[src/rtl/led_disc_pkg.sv]
package led_disc_pkg;

  // width of the final smoothed value: difference adds 1 bit, each 1-2-1 stage adds 2
  function automatic int filt_w(int sample_w, int stages);
    return sample_w + 1 + 2 * stages;
  endfunction

  // samples needed before the smoothed value depends only on real input
  function automatic int warm_len(int max_lag, int stages);
    return max_lag + 2 * stages;
  endfunction

  // register stages from sample capture to the comparator input
  function automatic int pipe_len(int stages);
    return stages + 1;
  endfunction

endpackage

[src/rtl/led_lag_diff.sv]
module led_lag_diff #(
  parameter int IN_W    = 14,
  parameter int MAX_LAG = 16,
  parameter int LAG_W   = 5,
  localparam int OUT_W  = IN_W + 1,
  localparam int IDX_W  = $clog2(MAX_LAG)
) (
  input  logic                    clk_i,
  input  logic                    rst_ni,
  input  logic signed [IN_W-1:0]  x_i,
  input  logic        [LAG_W-1:0] lag_i,
  output logic signed [OUT_W-1:0] d_o
);

  logic signed [IN_W-1:0] hist_q [MAX_LAG];
  logic        [LAG_W-1:0] eff_lag;
  logic        [IDX_W-1:0] tap_sel;

  always_comb begin
    if (lag_i == '0)                     eff_lag = LAG_W'(1);
    else if (lag_i > LAG_W'(MAX_LAG))    eff_lag = LAG_W'(MAX_LAG);
    else                                 eff_lag = lag_i;
    tap_sel = IDX_W'(eff_lag - LAG_W'(1));
  end

  for (genvar t = 0; t < MAX_LAG; t++) begin : g_tap
    if (t == 0) begin : g_head
      always_ff @(posedge clk_i or negedge rst_ni) begin
        if (!rst_ni) hist_q[t] <= '0;
        else         hist_q[t] <= x_i;
      end
    end else begin : g_body
      always_ff @(posedge clk_i or negedge rst_ni) begin
        if (!rst_ni) hist_q[t] <= '0;
        else         hist_q[t] <= hist_q[t-1];
      end
    end
  end

  always_ff @(posedge clk_i or negedge rst_ni) begin
    if (!rst_ni) d_o <= '0;
    else         d_o <= OUT_W'(x_i) - OUT_W'(hist_q[tap_sel]);
  end

endmodule

[src/rtl/led_binom_stage.sv]
module led_binom_stage #(
  parameter int IN_W    = 15,
  localparam int OUT_W  = IN_W + 2,
  localparam int SUM_W  = OUT_W + 1
) (
  input  logic                    clk_i,
  input  logic                    rst_ni,
  input  logic signed [IN_W-1:0]  x_i,
  output logic signed [OUT_W-1:0] y_o
);

  logic signed [IN_W-1:0]  x1_q, x2_q;
  logic signed [SUM_W-1:0] sum_w;

  // one guard bit above the output width so a wrap would be visible
  assign sum_w = SUM_W'(x_i) + (SUM_W'(x1_q) <<< 1) + SUM_W'(x2_q);

  always_ff @(posedge clk_i or negedge rst_ni) begin
    if (!rst_ni) begin
      x1_q <= '0;
      x2_q <= '0;
      y_o  <= '0;
    end else begin
      x1_q <= x_i;
      x2_q <= x1_q;
      y_o  <= $signed(sum_w[OUT_W-1:0]);
    end
  end


  no_overflow_chk: assert property (@(posedge clk_i) disable iff (!rst_ni)
    sum_w[SUM_W-1] == sum_w[SUM_W-2]);

endmodule

[src/rtl/led_edge_timer.sv]
module led_edge_timer #(
  parameter int FILT_W = 23,
  parameter int TIME_W = 16,
  parameter int WARM   = 24,
  parameter int PIPE   = 5
) (
  input  logic                     clk_i,
  input  logic                     rst_ni,
  input  logic signed [FILT_W-1:0] filt_i,
  input  logic signed [FILT_W-1:0] thr_i,
  output logic                     valid_o,
  output logic        [TIME_W-1:0] time_o
);

  logic [TIME_W-1:0] cnt_q;
  logic              ready_q;
  logic              armed_q;
  logic              above;
  logic              fire;
  logic              ready_hit;

  assign above     = filt_i > thr_i;
  // after this count the comparator sees sample WARM
  assign ready_hit = cnt_q == TIME_W'(WARM + PIPE - 1);
  assign fire      = ready_q & armed_q & above;

  always_ff @(posedge clk_i or negedge rst_ni) begin
    if (!rst_ni) begin
      cnt_q   <= '0;
      ready_q <= 1'b0;
      armed_q <= 1'b0;
      valid_o <= 1'b0;
      time_o  <= '0;
    end else begin
      cnt_q   <= cnt_q + 1'b1;
      ready_q <= ready_q | ready_hit;
      armed_q <= ready_q & ~above;
      valid_o <= fire;
      if (fire) time_o <= cnt_q - TIME_W'(PIPE);
    end
  end


  single_strobe_chk: assert property (@(posedge clk_i) disable iff (!rst_ni)
    valid_o |=> !valid_o);


  rearm_chk: assert property (@(posedge clk_i) disable iff (!rst_ni)
    valid_o |-> $past(armed_q));


  ready_sticky_chk: assert property (@(posedge clk_i) disable iff (!rst_ni)
    ready_q |=> ready_q);


  time_hold_chk: assert property (@(posedge clk_i) disable iff (!rst_ni)
    !valid_o |-> $stable(time_o));

endmodule

[src/rtl/leading_edge_disc.sv]
module leading_edge_disc #(
  parameter int SAMPLE_W   = 14,
  parameter int MAX_LAG    = 16,
  parameter int NUM_STAGES = 4,
  parameter int TIME_W     = 16,
  localparam int LAG_W     = $clog2(MAX_LAG + 1),
  localparam int DIFF_W    = SAMPLE_W + 1,
  localparam int FILT_W    = led_disc_pkg::filt_w(SAMPLE_W, NUM_STAGES)
) (
  input  logic                       clk_i,
  input  logic                       rst_ni,
  input  logic signed [SAMPLE_W-1:0] sample_i,
  input  logic        [LAG_W-1:0]    lag_i,
  input  logic signed [FILT_W-1:0]   thr_i,
  output logic                       valid_o,
  output logic        [TIME_W-1:0]   time_o
);

  localparam int WARM = led_disc_pkg::warm_len(MAX_LAG, NUM_STAGES);
  localparam int PIPE = led_disc_pkg::pipe_len(NUM_STAGES);

  logic signed [DIFF_W-1:0] diff;
  logic signed [FILT_W-1:0] filt;

  led_lag_diff #(
    .IN_W   (SAMPLE_W),
    .MAX_LAG(MAX_LAG),
    .LAG_W  (LAG_W)
  ) u_diff (
    .clk_i (clk_i),
    .rst_ni(rst_ni),
    .x_i   (sample_i),
    .lag_i (lag_i),
    .d_o   (diff)
  );

  for (genvar g = 0; g < NUM_STAGES; g++) begin : g_stage
    localparam int IW = DIFF_W + 2 * g;
    logic signed [IW+1:0] y;
    if (g == 0) begin : g_first
      led_binom_stage #(.IN_W(IW)) u_stage (
        .clk_i (clk_i),
        .rst_ni(rst_ni),
        .x_i   (diff),
        .y_o   (y)
      );
    end else begin : g_next
      led_binom_stage #(.IN_W(IW)) u_stage (
        .clk_i (clk_i),
        .rst_ni(rst_ni),
        .x_i   (g_stage[g-1].y),
        .y_o   (y)
      );
    end
  end

  assign filt = g_stage[NUM_STAGES-1].y;

  led_edge_timer #(
    .FILT_W(FILT_W),
    .TIME_W(TIME_W),
    .WARM  (WARM),
    .PIPE  (PIPE)
  ) u_timer (
    .clk_i  (clk_i),
    .rst_ni (rst_ni),
    .filt_i (filt),
    .thr_i  (thr_i),
    .valid_o(valid_o),
    .time_o (time_o)
  );

endmodule

[config.mk]
export PLATFORM = sky130hd
export DESIGN_NAME = leading_edge_disc
export DESIGN_NICKNAME = d
export VERILOG_FILES = /design/src/rtl/led_disc_pkg.sv /design/src/rtl/led_lag_diff.sv /design/src/rtl/led_binom_stage.sv /design/src/rtl/led_edge_timer.sv /design/src/rtl/leading_edge_disc.sv
export SDC_FILE = /design/constraint.sdc
export NUM_CORES = 1
export LEC_CHECK = 0
export BUFFER_PORTS_ARGS = -buffer_cell sky130_fd_sc_hd__buf_2
export CAP_MARGIN = 10
export CORE_UTILIZATION = 58
export DETAILED_ROUTE_END_ITERATION = 12
export MAX_ROUTING_LAYER = met4
export PLACE_DENSITY = 0.76
export SYNTH_ARGS = -nofsm -noshare
export SYNTH_HDL_FRONTEND = slang
export SYNTH_SLANG_ARGS = --single-unit
export TNS_END_PERCENT = 1
[constraint.sdc]
create_clock -name clk_i -period 6.7 [get_ports clk_i]
set_input_delay 1.34 -clock clk_i [delete_from_list [all_inputs] [get_ports clk_i]]
set_output_delay 1.34 -clock clk_i [all_outputs]
set_load 0.005 [all_outputs]
==> results of run 1 <==
[placed cells by master (no fill, tap or decap), types with 6 or more instances in the layout]
master     count
clkbuf_16     49
nand2b_1      12
buf_4          6
fa_1          77
xor2_1        29
buf_2         59
mux2_4         8
and2_1        10
and3_1        11
mux2_2         7
nand2_1       31
clkinv_2       8
o311ai_0       7
a211oi_1      10
ha_1         116
clkbuf_1      14
dfrtp_1      498
o21a_1         9
a21oi_1       51
a21o_1        32
nand4_1        9
nor2b_1       17
nor2_1        56
xnor2_1       62
nor3_1        21
nand3_1       21
clkbuf_8       8
inv_1         88
o21ai_0       39
mux4_2        70
[synth_stat cells, drive strengths merged, types with 3 or more instances]
cell type	n
o21a	9
o2111ai	4
nand2b	12
o31ai	3
nor4	5
mux4	70
dfrtp	498
o21ai	43
buf	10
mux2	15
fa	77
inv	88
clkbuf	11
nor3	22
ha	117
o41ai	3
xnor2	63
or4	5
a21boi	5
o311ai	7
o211ai	4
nand3	21
a21o	32
nand2	31
or3	6
and2	10
nor2	57
nand4	10
xor2	29
o21bai	5
nor2b	17
a31oi	5
a21oi	52
a211oi	11
mux2i	3
and3	11
[worst max-delay path: stages]
cell and delay [ns]:
buf_2 0.11, nor3_1 0.23, nor2_1 0.11, nor2_4 0.10, inv_1 0.05, ha_2 0.64
mux4_2 0.39, mux4_2 0.49, ha_1 0.23, fa_1 0.41, nor2b_1 0.17, o21ai_0 0.13
a21boi_0 0.25, o21ai_0 0.16, a21oi_1 0.21, a41o_1 0.25, o41a_1 0.19, xor2_1 0.17
[layout make-up]
class                           instances  area, µm²
Tap cell                              461        577
Sequential cell                       498      12500
Clock inverter                         16        210
Multi-Input combinational cell        790       8110
Clock buffer                           71       1390
Inverter                               88        330
Fill cell                            2447      12100
Timing Repair Buffer                   68        395
[path summary, 6_finish.rpt]
kind | start | to | cells past startpoint
setup / recovery | lag_i[1] | u_diff.d_o[12] | 18
hold / removal | u_diff.hist_q[94] | u_diff.hist_q[80] | 0
setup reg to reg | u_diff.hist_q[168] | u_diff.d_o[12] | 12
hold reg to reg | u_diff.hist_q[94] | u_diff.hist_q[80] | 0
max in group asynchronous | rst_ni | u_diff.hist_q[161] | 2
min in group asynchronous | rst_ni | u_timer.time_o[14] | 1
[sequential cells by signal, summed over array words and instances (netlist names)]
| signal | flops |
|---|---|
| g_stage.g_next.u_stage.x1_q | 57 |
| u_diff.hist_q | 224 |
| u_timer.armed_q | 1 |
| u_timer.cnt_q | 16 |
| u_timer.ready_q | 1 |
| g_stage.g_next.u_stage.x2_q | 57 |
| g_stage.g_first.u_stage.y_o | 17 |
| u_timer.time_o | 16 |
| g_stage.g_first.u_stage.x2_q | 15 |
| u_timer.valid_o | 1 |
| g_stage.g_next.u_stage.y_o | 63 |
| g_stage.g_first.u_stage.x1_q | 15 |
| u_diff.d_o | 15 |
[logic make-up (layout without fill, tap and decap cells)]
kind of cell / count (synthesis) / after routing
AO/OA/AOI/OAI: 202 / 202
XOR/XNOR: 92 / 92
adder cells (fa/ha/maj): 194 / 194
buffers and inverters: 109 / 243
flip-flops: 498 / 498
multiplexers: 88 / 88
AND/OR/NAND/NOR: 214 / 214
[per-layer routing]
layer | routed length [µm] | track usage, % | vias to the layer above
met2 | 16400 | 32.7 | 164
met3 | 918 | 2.98 | 65
met4 | 762 | 5.94 | 0
met1 | 14100 | 24.3 | 5676
met5 | 0 | - | -
li1 | - | - | 5140
[through the flow]
step | area, µm² | utilization [%] | instances | hold WS (ns)
global route | 23500 | 66.0 | 1992 | 0.377
global placement | 21900 | 61.5 | 1905 | 0.354
finish | 23500 | 66.0 | 1992 | 0.364
detailed placement | 21900 | 61.5 | 1905 | 0.357
CTS | 23500 | 66.0 | 1992 | 0.370
floorplan | 21000 | - | 1397 | 0.349
==> impl_results.md, run 1 <==
- Mean post-synth cell area: 15.0 µm²
- Max-Cap Viols: 0
- Pins Over Slew Limit: 0
- Syn nets: 1635
- Layout Area Growth over Synthesis: 11.8%
- Post-synth EDFFs: 0
- Max Root-Sink Buffers: 3
- Placeable Area: 35600 µm²
- Fraction of layout cells with a size suffix above 1: between 10% and 20%
- Worst hold path class: reg -> reg
- Unrepaired setup endpoints after global routing: false
- Initial antenna violation count: 0
- Global-route usage over all layers: 19.4%
- Setup CP Type: in -> reg
- Drc violations: 0
- Initial DRT Pass Iterations: 4
- Detailed placement HPWL: 21500 µm
- Sink Count: 498
- CP Capture Type: register
- Hold_buf cts: 0
- WP data arrival: 5.65 ns
- Post-CTS Setup Repair Bufs: 0
- Worst path required time: 7.18 ns
- Largest net degree at the start of global routing: 155
- Via/cell ratio: between 5 and 6
- Die width: 192 µm
- Fin. Hold Viols: 0
- Setup_tns: 0 ns
- Status: finished, final reports clean
- Cell taking the most area after synthesis: dfrtp_1
- # rows: ~70
- Vias in the first global route: 11851
- Clk Latency, worst-skew pair: 0.58 ns
- Post-synthesis register bit count: 498
- Final setup viols: 0
- CTS root buf: clkbuf_16
- Top-level port count: 61
- XOR/XNOR Fraction of Synth Area: 3.84%
- Overflow after GRT: 0
- Post-route antenna net violation count: 0
- Main synth FF type: dfrtp_1
- Max-slew headroom: 32.1%
- Startpoint types: primary input
- CTS resizes: 0
- Die height: 192 µm
- Mapped Cells: 1397
- Htree depth: 2
- Dpl ws: 1.05 ns
- Starting Density: 59.0%
- Final worst setup slack: 1.53 ns
- Synth top area share: between 50 and 60%
- Largest family of logic cells by synthesized area: adder cells
- Simple-gate portion of the synthesized area: 5.34%
- GP Congestion: 0.832
- Largest cells by area after synthesis: dfrtp_1 59%, mux4_2 7.5%, fa_1 7.3%, ha_1 7.0%, xnor2_1 2.6%
- Library cells used by synthesis: 65
- WL final: 32200 µm
- Peak fanout along the critical path: 21
- Port bufs: 60
- Tcrit/Tclk final: 77.2%
- Detailed-route via count: 11045
- R2R Setup Slk: between 3 and 4 ns
- First-pass GRT wire length: 55400 µm
- Nets@finish: 1733
- Asr flop ratio synth: 100%
- Mux cell area share after synthesis: 8.60%
- CTS buffer count: 49
- Sequential area share after synthesis: 59.4%
- Final min period: ~5.2 ns
- Final Skew: 0.0245 ns
- Synth warn: 0
- # diodes: 0
- DR iter-0 viols: 459
- Synth Cell Area: 21000 µm²
- CTS tree: done
- Compound-Gate Fraction of Synth Area: 6.47%
- Adder-cell share of the synthesized area: 14.3%
- Register clock-pin slew on the reported worst setup and hold paths: 0.06 ns
- Wire per inst: 16.2 µm
- Slew @ Worst Pin: 1.02 ns
- Die area: 37000 µm²
- Fmax: just under 200 MHz
Power of run 1 is not shown: default switching activity piles up to over one toggle a cycle in this logic, so the estimate is an artifact.
==> run 2: changes to the inputs <==
--- a/config.mk
+++ b/config.mk
@@ -7,10 +7,10 @@
 export LEC_CHECK = 0
 export BUFFER_PORTS_ARGS = -buffer_cell sky130_fd_sc_hd__buf_2
 export CAP_MARGIN = 10
-export CORE_UTILIZATION = 58
+export CORE_UTILIZATION = 56
 export DETAILED_ROUTE_END_ITERATION = 12
 export MAX_ROUTING_LAYER = met4
-export PLACE_DENSITY = 0.76
+export PLACE_DENSITY = 0.77
 export SYNTH_ARGS = -nofsm -noshare
 export SYNTH_HDL_FRONTEND = slang
 export SYNTH_SLANG_ARGS = --single-unit
==> constraint.sdc (replaced) <==
create_clock -name clk_i -period 4.25 [get_ports clk_i]
set_input_delay 0.85 -clock clk_i [delete_from_list [all_inputs] [get_ports clk_i]]
set_output_delay 0.85 -clock clk_i [all_outputs]
set_load 0.005 [all_outputs]
==> run 2 against run 1 <==
Via count up 1.3%. First-iteration DRC count is 3.9% higher. Final area increased by 2.1%. Die area is 3.5% higher. Core utilization decreased by 0.83 points. Clock skew down 0.012 ns. Count of clock-buffer cells in the layout decreased by 13. Wire length up 0.76%. Register-to-register slack worse by 2.2 ns. Worst hold slack got worse by 0.045 ns.
==> impl_results.md, run 2 (synthesis gave the netlist of run 1 again) <==
- Status: finished, final reports clean (unchanged)
- Final min period: just over 4 ns
- # rows: 70 (was 69)
- CTS root buf: clkbuf_16 (unchanged)
- Clk Latency, worst-skew pair: 0.57 ns (was 0.58 ns)
- Hold_buf cts: 0 (unchanged)
- Met2 routed WL: 16400 µm (about the same)
- Via/cell ratio: 5.52 (was 5.54)
- Slowest CP cell: mux4_2 (was ha_2)
- Final Skew: 0.0130 ns (was 0.0245 ns)
- Met1 WL: 14200 µm (was 14100 µm)
- Dpl ws: -0.387 ns (was 1.05 ns)
- Worst hold path class: in -> async (was reg -> reg)
- Overflow after GRT: 0 (unchanged)
- Setup_tns: 0 ns (unchanged)
- Post-CTS Setup Repair Bufs: 0 (unchanged)
- Largest net degree at the start of global routing: 115 (was 155)
- # diodes: 0 (unchanged)
- Startpoint types: primary input (unchanged)
- First-pass GRT wire length: 57200 µm (was 55400 µm)
- Placed cell count: 1939 (was 1905)
- Detailed-route via count: 11185 (was 11045)
- Final worst setup slack: 0.215 ns (was 1.53 ns)
- Max-slew headroom: 48.1% (was 32.1%)
- Port bufs: 60 (unchanged)
- Die height: 196 µm (was 192 µm)
- Top-level port count: 61 (unchanged)
- Most common cell after layout, fill and taps aside: dfrtp_1 (unchanged)
- Placeable Area: 36800 µm² (was 35600 µm²)
- Fill cells: 2532 (was 2447)
- Layout Area Growth over Synthesis: 14.2% (was 11.8%)
- DR iter-0 viols: 477 (was 459)
- GP Congestion: 0.814 (was 0.832)
- Register clock-pin slew on the reported worst setup and hold paths: 0.06 ns (about the same)
- CTS tree: done (unchanged)
- Die area: 38300 µm² (was 37000 µm²)
- Final setup viols: 0 (unchanged)
- Fin cells: 2027 (was 1992)
- Vias in the first global route: 12111 (was 11851)
- WL final: 32500 µm (was 32200 µm)
- Sink Count: 498 (unchanged)
- Global-route usage over all layers: 18.9% (was 19.4%)
- Largest register by flop count: u_diff.hist_q (unchanged)
- R2R Setup Slk: 0.86 ns (was 3.09 ns)
- Max-Cap Viols: 0 (unchanged)
- Nets@finish: 1760 (was 1733)
- Worst-path cell chain: buf_2 > nor3_2 > nor2_1 > nor2_4 > inv_4 > ha_4 > mux4_2 > mux4_2 > ha_2 > fa_2 > nor2b_1 > o21ai_1 > a21boi_1 > o21ai_1 > a21oi_1 > a41o_1 > o41a_1 > xor2_1 (was buf_2 > nor3_1 > nor2_1 > nor2_4 > inv_1 > ha_2 > mux4_2 > mux4_2 > ha_1 > fa_1 > nor2b_1 > o21ai_0 > a21boi_0 > o21ai_0 > a21oi_1 > a41o_1 > o41a_1 > xor2_1)
- Met3 WL: 1020 µm (was 918 µm)
- Largest regs: u_diff.hist_q (224), g_stage.g_next.u_stage.y_o (63) (unchanged)
- Die width: 196 µm (was 192 µm)
- CTS buffer count: 49 (unchanged)
- Post-route antenna net violation count: 0 (unchanged)
- Worst flop-to-flop path endpoint: g_stage[1].g_next.u_stage.y_o[17] (was u_diff.d_o[12])
- Initial antenna violation count: 0 (unchanged)
- Setup CP Type: in -> reg (unchanged)
- WP data arrival: 4.53 ns (was 5.65 ns)
- Peak fanout along the critical path: 14 (was 21)
- Slew @ Worst Pin: 0.779 ns (was 1.02 ns)
- Fraction of layout cells with a size suffix above 1: 18.5% (was 15.9%)
- Uppermost routed layer: met4 (unchanged)
- Unrepaired setup endpoints after global routing: false (unchanged)
- Pins Over Slew Limit: 0 (unchanged)
- Post-layout util: 65.2% (was 66.0%)
- Fmax: 248 MHz
- Initial DRT Pass Iterations: 4 (unchanged)
- Worst Reg-to-Reg Cells: 11 (was 12)
- Drc violations: 0 (unchanged)
- Commonest non-fill, non-tap cells in the layout: 498 x dfrtp_1, 114 x ha_1, 86 x inv_1 (was 498 x dfrtp_1, 116 x ha_1, 88 x inv_1)
- Wire per inst: 16.0 µm (was 16.2 µm)
- Starting Density: 57.1% (was 59.0%)
- Detailed placement HPWL: 22300 µm (was 21500 µm)
- Tcrit/Tclk final: 94.9%
- CTS resizes: 0 (unchanged)
- Htree depth: 2 (unchanged)
- Reg-to-reg startpoint: g_stage[0].g_first.u_stage.y_o[1] (was u_diff.hist_q[168])
- Largest register FFs: 224 (unchanged)
- Fin. Hold Viols: 0 (unchanged)
- Max incr delay on CP: 0.51 ns (was 0.64 ns)
- CP Capture Type: register (unchanged)
- Max Root-Sink Buffers: 3 (unchanged)
- Worst path required time: 4.74 ns (was 7.18 ns)
[run 2: stage by stage]
step,area [µm²],hold WS (ns)
floorplan,21100,0.349
global placement,22200,0.353
detailed placement,22200,0.354
global route,24000,0.374
finish,24000,0.319
CTS,24000,0.341
[run 2: cell type report]
type	instances	area (µm²)	area share [%]
repair buffers	95	673	2.81
multi-input cells	790	8140	34.0
clock inverters	30	444	1.85
inverters	88	333	1.39
well taps	468	586	2.44
flip-flops and latches	498	12500	52.0
clock buffers	58	1330	5.55
[run 2: worst max path at each step]
stage | start | end | slack (ns) | cells past startpoint
2_1_floorplan | lag_i[1] | u_diff.d_o[12] | -0.34 | 21
3_3_place_gp | lag_i[1] | u_diff.d_o[14] | -0.23 | 17
3_5_place_dp | lag_i[1] | u_diff.d_o[13] | -0.39 | 17
4_1_cts | lag_i[1] | u_diff.d_o[13] | 0.20 | 17
5_1_grt | lag_i[1] | u_diff.d_o[12] | 0.02 | 18
6_report | lag_i[1] | u_diff.d_o[12] | 0.21 | 18
[run 2: critical path: cells and delay by family]
kind | cells | cell delay (ns)
compound gates | 6 | 1.11
buf+inv | 2 | 0.16
simple gates | 4 | 0.52
xor+xnor | 1 | 0.14
mux | 2 | 0.83
fa+ha+maj | 3 | 0.91
[run 2: per-layer routing]
metal / vias to the layer above / GRT usage (%)
li1: 5204 / -
met1: 5735 / 24.2
met2: 180 / 31.5
met3: 66 / 2.87
met4: 0 / 5.75
met5: - / -
Power of run 2 is left out for the same reason.
==> run 3: changes to the inputs <==
--- a/config.mk
+++ b/config.mk
@@ -7,10 +7,11 @@
 export LEC_CHECK = 0
 export BUFFER_PORTS_ARGS = -buffer_cell sky130_fd_sc_hd__buf_2
 export CAP_MARGIN = 10
-export CORE_UTILIZATION = 56
+export CORE_UTILIZATION = 55
 export DETAILED_ROUTE_END_ITERATION = 12
 export MAX_ROUTING_LAYER = met4
-export PLACE_DENSITY = 0.77
+export PLACE_DENSITY = 0.73
+export RECOVER_POWER = 50
 export SYNTH_ARGS = -nofsm -noshare
 export SYNTH_HDL_FRONTEND = slang
 export SYNTH_SLANG_ARGS = --single-unit
==> constraint.sdc (replaced) <==
create_clock -name clk_i -period 4.12 [get_ports clk_i]
set_input_delay 0.824 -clock clk_i [delete_from_list [all_inputs] [get_ports clk_i]]
set_output_delay 0.824 -clock clk_i [all_outputs]
set_load 0.005 [all_outputs]
==> run 3 against run 2 <==
The run now ends with max-capacitance violations, max-slew violations left. First-iteration DRC count decreased by 6.1%. Setup slack lost 0.11 ns. Final cell count is 2.6% higher. Flip-flop and latch count did not move. Global-route usage shrank 0.29 points. Wire length up 0.92%. Count of clock-buffer cells in the layout is 11 higher. Highest routed layer unchanged.
==> impl_results.md, run 3 (synthesis gave the netlist of run 1 again) <==
- # rows: 71 (was 70)
- Post-route antenna net violation count: 0 (unchanged)
- CTS buffer count: 50 (was 49)
- # diodes: 0 (unchanged)
- Tcrit/Tclk final: 97.4%
- Fin. Hold Viols: 0 (unchanged)
- Initial antenna violation count: 0 (unchanged)
- Most common cell after layout, fill and taps aside: dfrtp_1 (unchanged)
- CTS root buf: clkbuf_16 (unchanged)
- Largest register by flop count: u_diff.hist_q (unchanged)
- Layout Area Growth over Synthesis: 14.6% (was 14.2%)
- Vias in the first global route: 11965 (was 12111)
- Wire per inst: 15.7 µm (was 16.0 µm)
- Met1 WL: 14300 µm (was 14200 µm)
- Worst path required time: 4.58 ns (was 4.74 ns)
- Largest net degree at the start of global routing: 104 (was 115)
- Pins Over Slew Limit: 100 (was 0)
- Max-slew headroom: -82.2% (was 48.1%)
- Register clock-pin slew on the reported worst setup and hold paths: 0.06 ns (about the same)
- Initial DRT Pass Iterations: 4 (unchanged)
- Placed cell count: 1982 (was 1939)
- GP Congestion: 0.797 (was 0.814)
- Htree depth: 2 (unchanged)
- Final worst setup slack: 0.109 ns (was 0.215 ns)
- Uppermost routed layer: met4 (unchanged)
- R2R Setup Slk: 0.76 ns (was 0.86 ns)
- Die width: 197 µm (was 196 µm)
- Final min period: 4.01 ns
- Detailed-route via count: 11190 (was 11185)
- Overflow after GRT: 0 (unchanged)
- Max Root-Sink Buffers: 3 (unchanged)
- Status: finished with violations (was finished, final reports clean)
- Starting Density: 55.9% (was 57.1%)
- Fmax: between 200 and 250 MHz
- CTS tree: done (unchanged)
- Largest register FFs: 224 (unchanged)
- Max-Cap Viols: 1 (was 0)
- Nets@finish: 1766 (was 1760)
- Drc violations: 0 (unchanged)
- Port bufs: 60 (unchanged)
- Top-level port count: 61 (unchanged)
- WP data arrival: 4.47 ns (was 4.53 ns)
- Fraction of layout cells with a size suffix above 1: 18.3% (was 18.5%)
- Fill cells: 2664 (was 2532)
- Global-route usage over all layers: 18.6% (was 18.9%)
- Final setup viols: 0 (unchanged)
- Dpl ws: -0.546 ns (was -0.387 ns)
- Commonest non-fill, non-tap cells in the layout: 498 x dfrtp_1, 114 x ha_1, 86 x inv_1 (unchanged)
- Met2 routed WL: 16700 µm (was 16400 µm)
- Sink Count: 498 (unchanged)
- Fin cells: 2080 (was 2027)
- Final Skew: 0.0154 ns (was 0.0130 ns)
- Unrepaired setup endpoints after global routing: true (was false)
- Detailed placement HPWL: 22100 µm (was 22300 µm)
- WL final: 32800 µm (was 32500 µm)
- Setup CP Type: in -> reg (unchanged)
- Die height: 197 µm (was 196 µm)
- Peak fanout along the critical path: 8 (was 14)
- Slew @ Worst Pin: 2.73 ns (was 0.779 ns)
- Startpoint types: primary input (unchanged)
- Worst hold path class: reg -> reg (was in -> async)
- DR iter-0 viols: 448 (was 477)
- Violated checks: max-capacitance violations, max-slew violations
- Met3 WL: 1080 µm (was 1020 µm)
- Placeable Area: 37600 µm² (was 36800 µm²)
- First-pass GRT wire length: 56700 µm (was 57200 µm)
- Clk Latency, worst-skew pair: 0.58 ns (was 0.57 ns)
- Largest regs: u_diff.hist_q (224), g_stage.g_next.u_stage.y_o (63) (unchanged)
- Die area: 38900 µm² (was 38300 µm²)
- Post-layout util: 64.0% (was 65.2%)
- Via/cell ratio: 5.38 (was 5.52)
- CP Capture Type: register (unchanged)
==> run 3: final timing paths <==
kind | from | endpoint | cells after the start
worst max-delay path | lag_i[1] | u_diff.d_o[12] | 19
worst min-delay path | u_diff.hist_q[203] | u_diff.hist_q[189] | 0
worst max register to register | u_diff.hist_q[168] | u_diff.d_o[14] | 12
worst min register to register | u_diff.hist_q[203] | u_diff.hist_q[189] | 0
max in group asynchronous | rst_ni | u_timer.cnt_q[13] | 2
min in group asynchronous | rst_ni | u_timer.time_o[13] | 1
==> run 3: layout make-up <==
class,count,area [µm²],share of cell area [%]
Clock inverter,24,277,1.15
Multi-Input combinational cell,790,8170,34.0
Timing Repair Buffer,100,691,2.87
Inverter,88,333,1.38
Clock buffer,69,1470,6.13
Sequential cell,498,12500,51.8
Tap cell,511,639,2.66
==> run 3: what timing repair did <==
action / in CTS / in global routing
resized for setup: 0 / 7
hold buffers: 0 / 0
buffers inserted: 0 / 4
setup endpoints to repair: 0 / 5
==> run 3: critical path: stages <==
cell and delay [ns]:
buf_2 0.11, nor3_2 0.16, nor2_1 0.09, nor2_4 0.17
inv_4 0.06, ha_4 0.33, buf_6 0.16, mux4_2 0.30
mux4_2 0.48, inv_2 0.08, ha_4 0.19, nor2b_1 0.14
o21ai_1 0.17, a21boi_1 0.13, o21ai_2 0.21, a21oi_2 0.09
a41o_1 0.21, o41a_1 0.41, xor2_1 0.15
==> run 3: stage by stage <==
step / setup TNS (ns) / hold slack (ns) / area (µm²)
floorplan: -2.22 / 0.349 / 21100
global placement: -1.97 / 0.352 / 22200
detailed placement: -3.16 / 0.355 / 22200
CTS: 0 / 0.283 / 24000
global route: -0.0950 / 0.359 / 24000
finish: 0 / 0.365 / 24000
==> run 3: metal layers <==
| metal | up-vias | GRT usage [%] |
|---|---|---|
| met5 | - | - |
| met4 | 0 | 5.23 |
| met3 | 55 | 3.41 |
| met2 | 162 | 31.1 |
| met1 | 5760 | 23.5 |
| li1 | 5213 | - |
Power of run 3 is left out for the same reason.
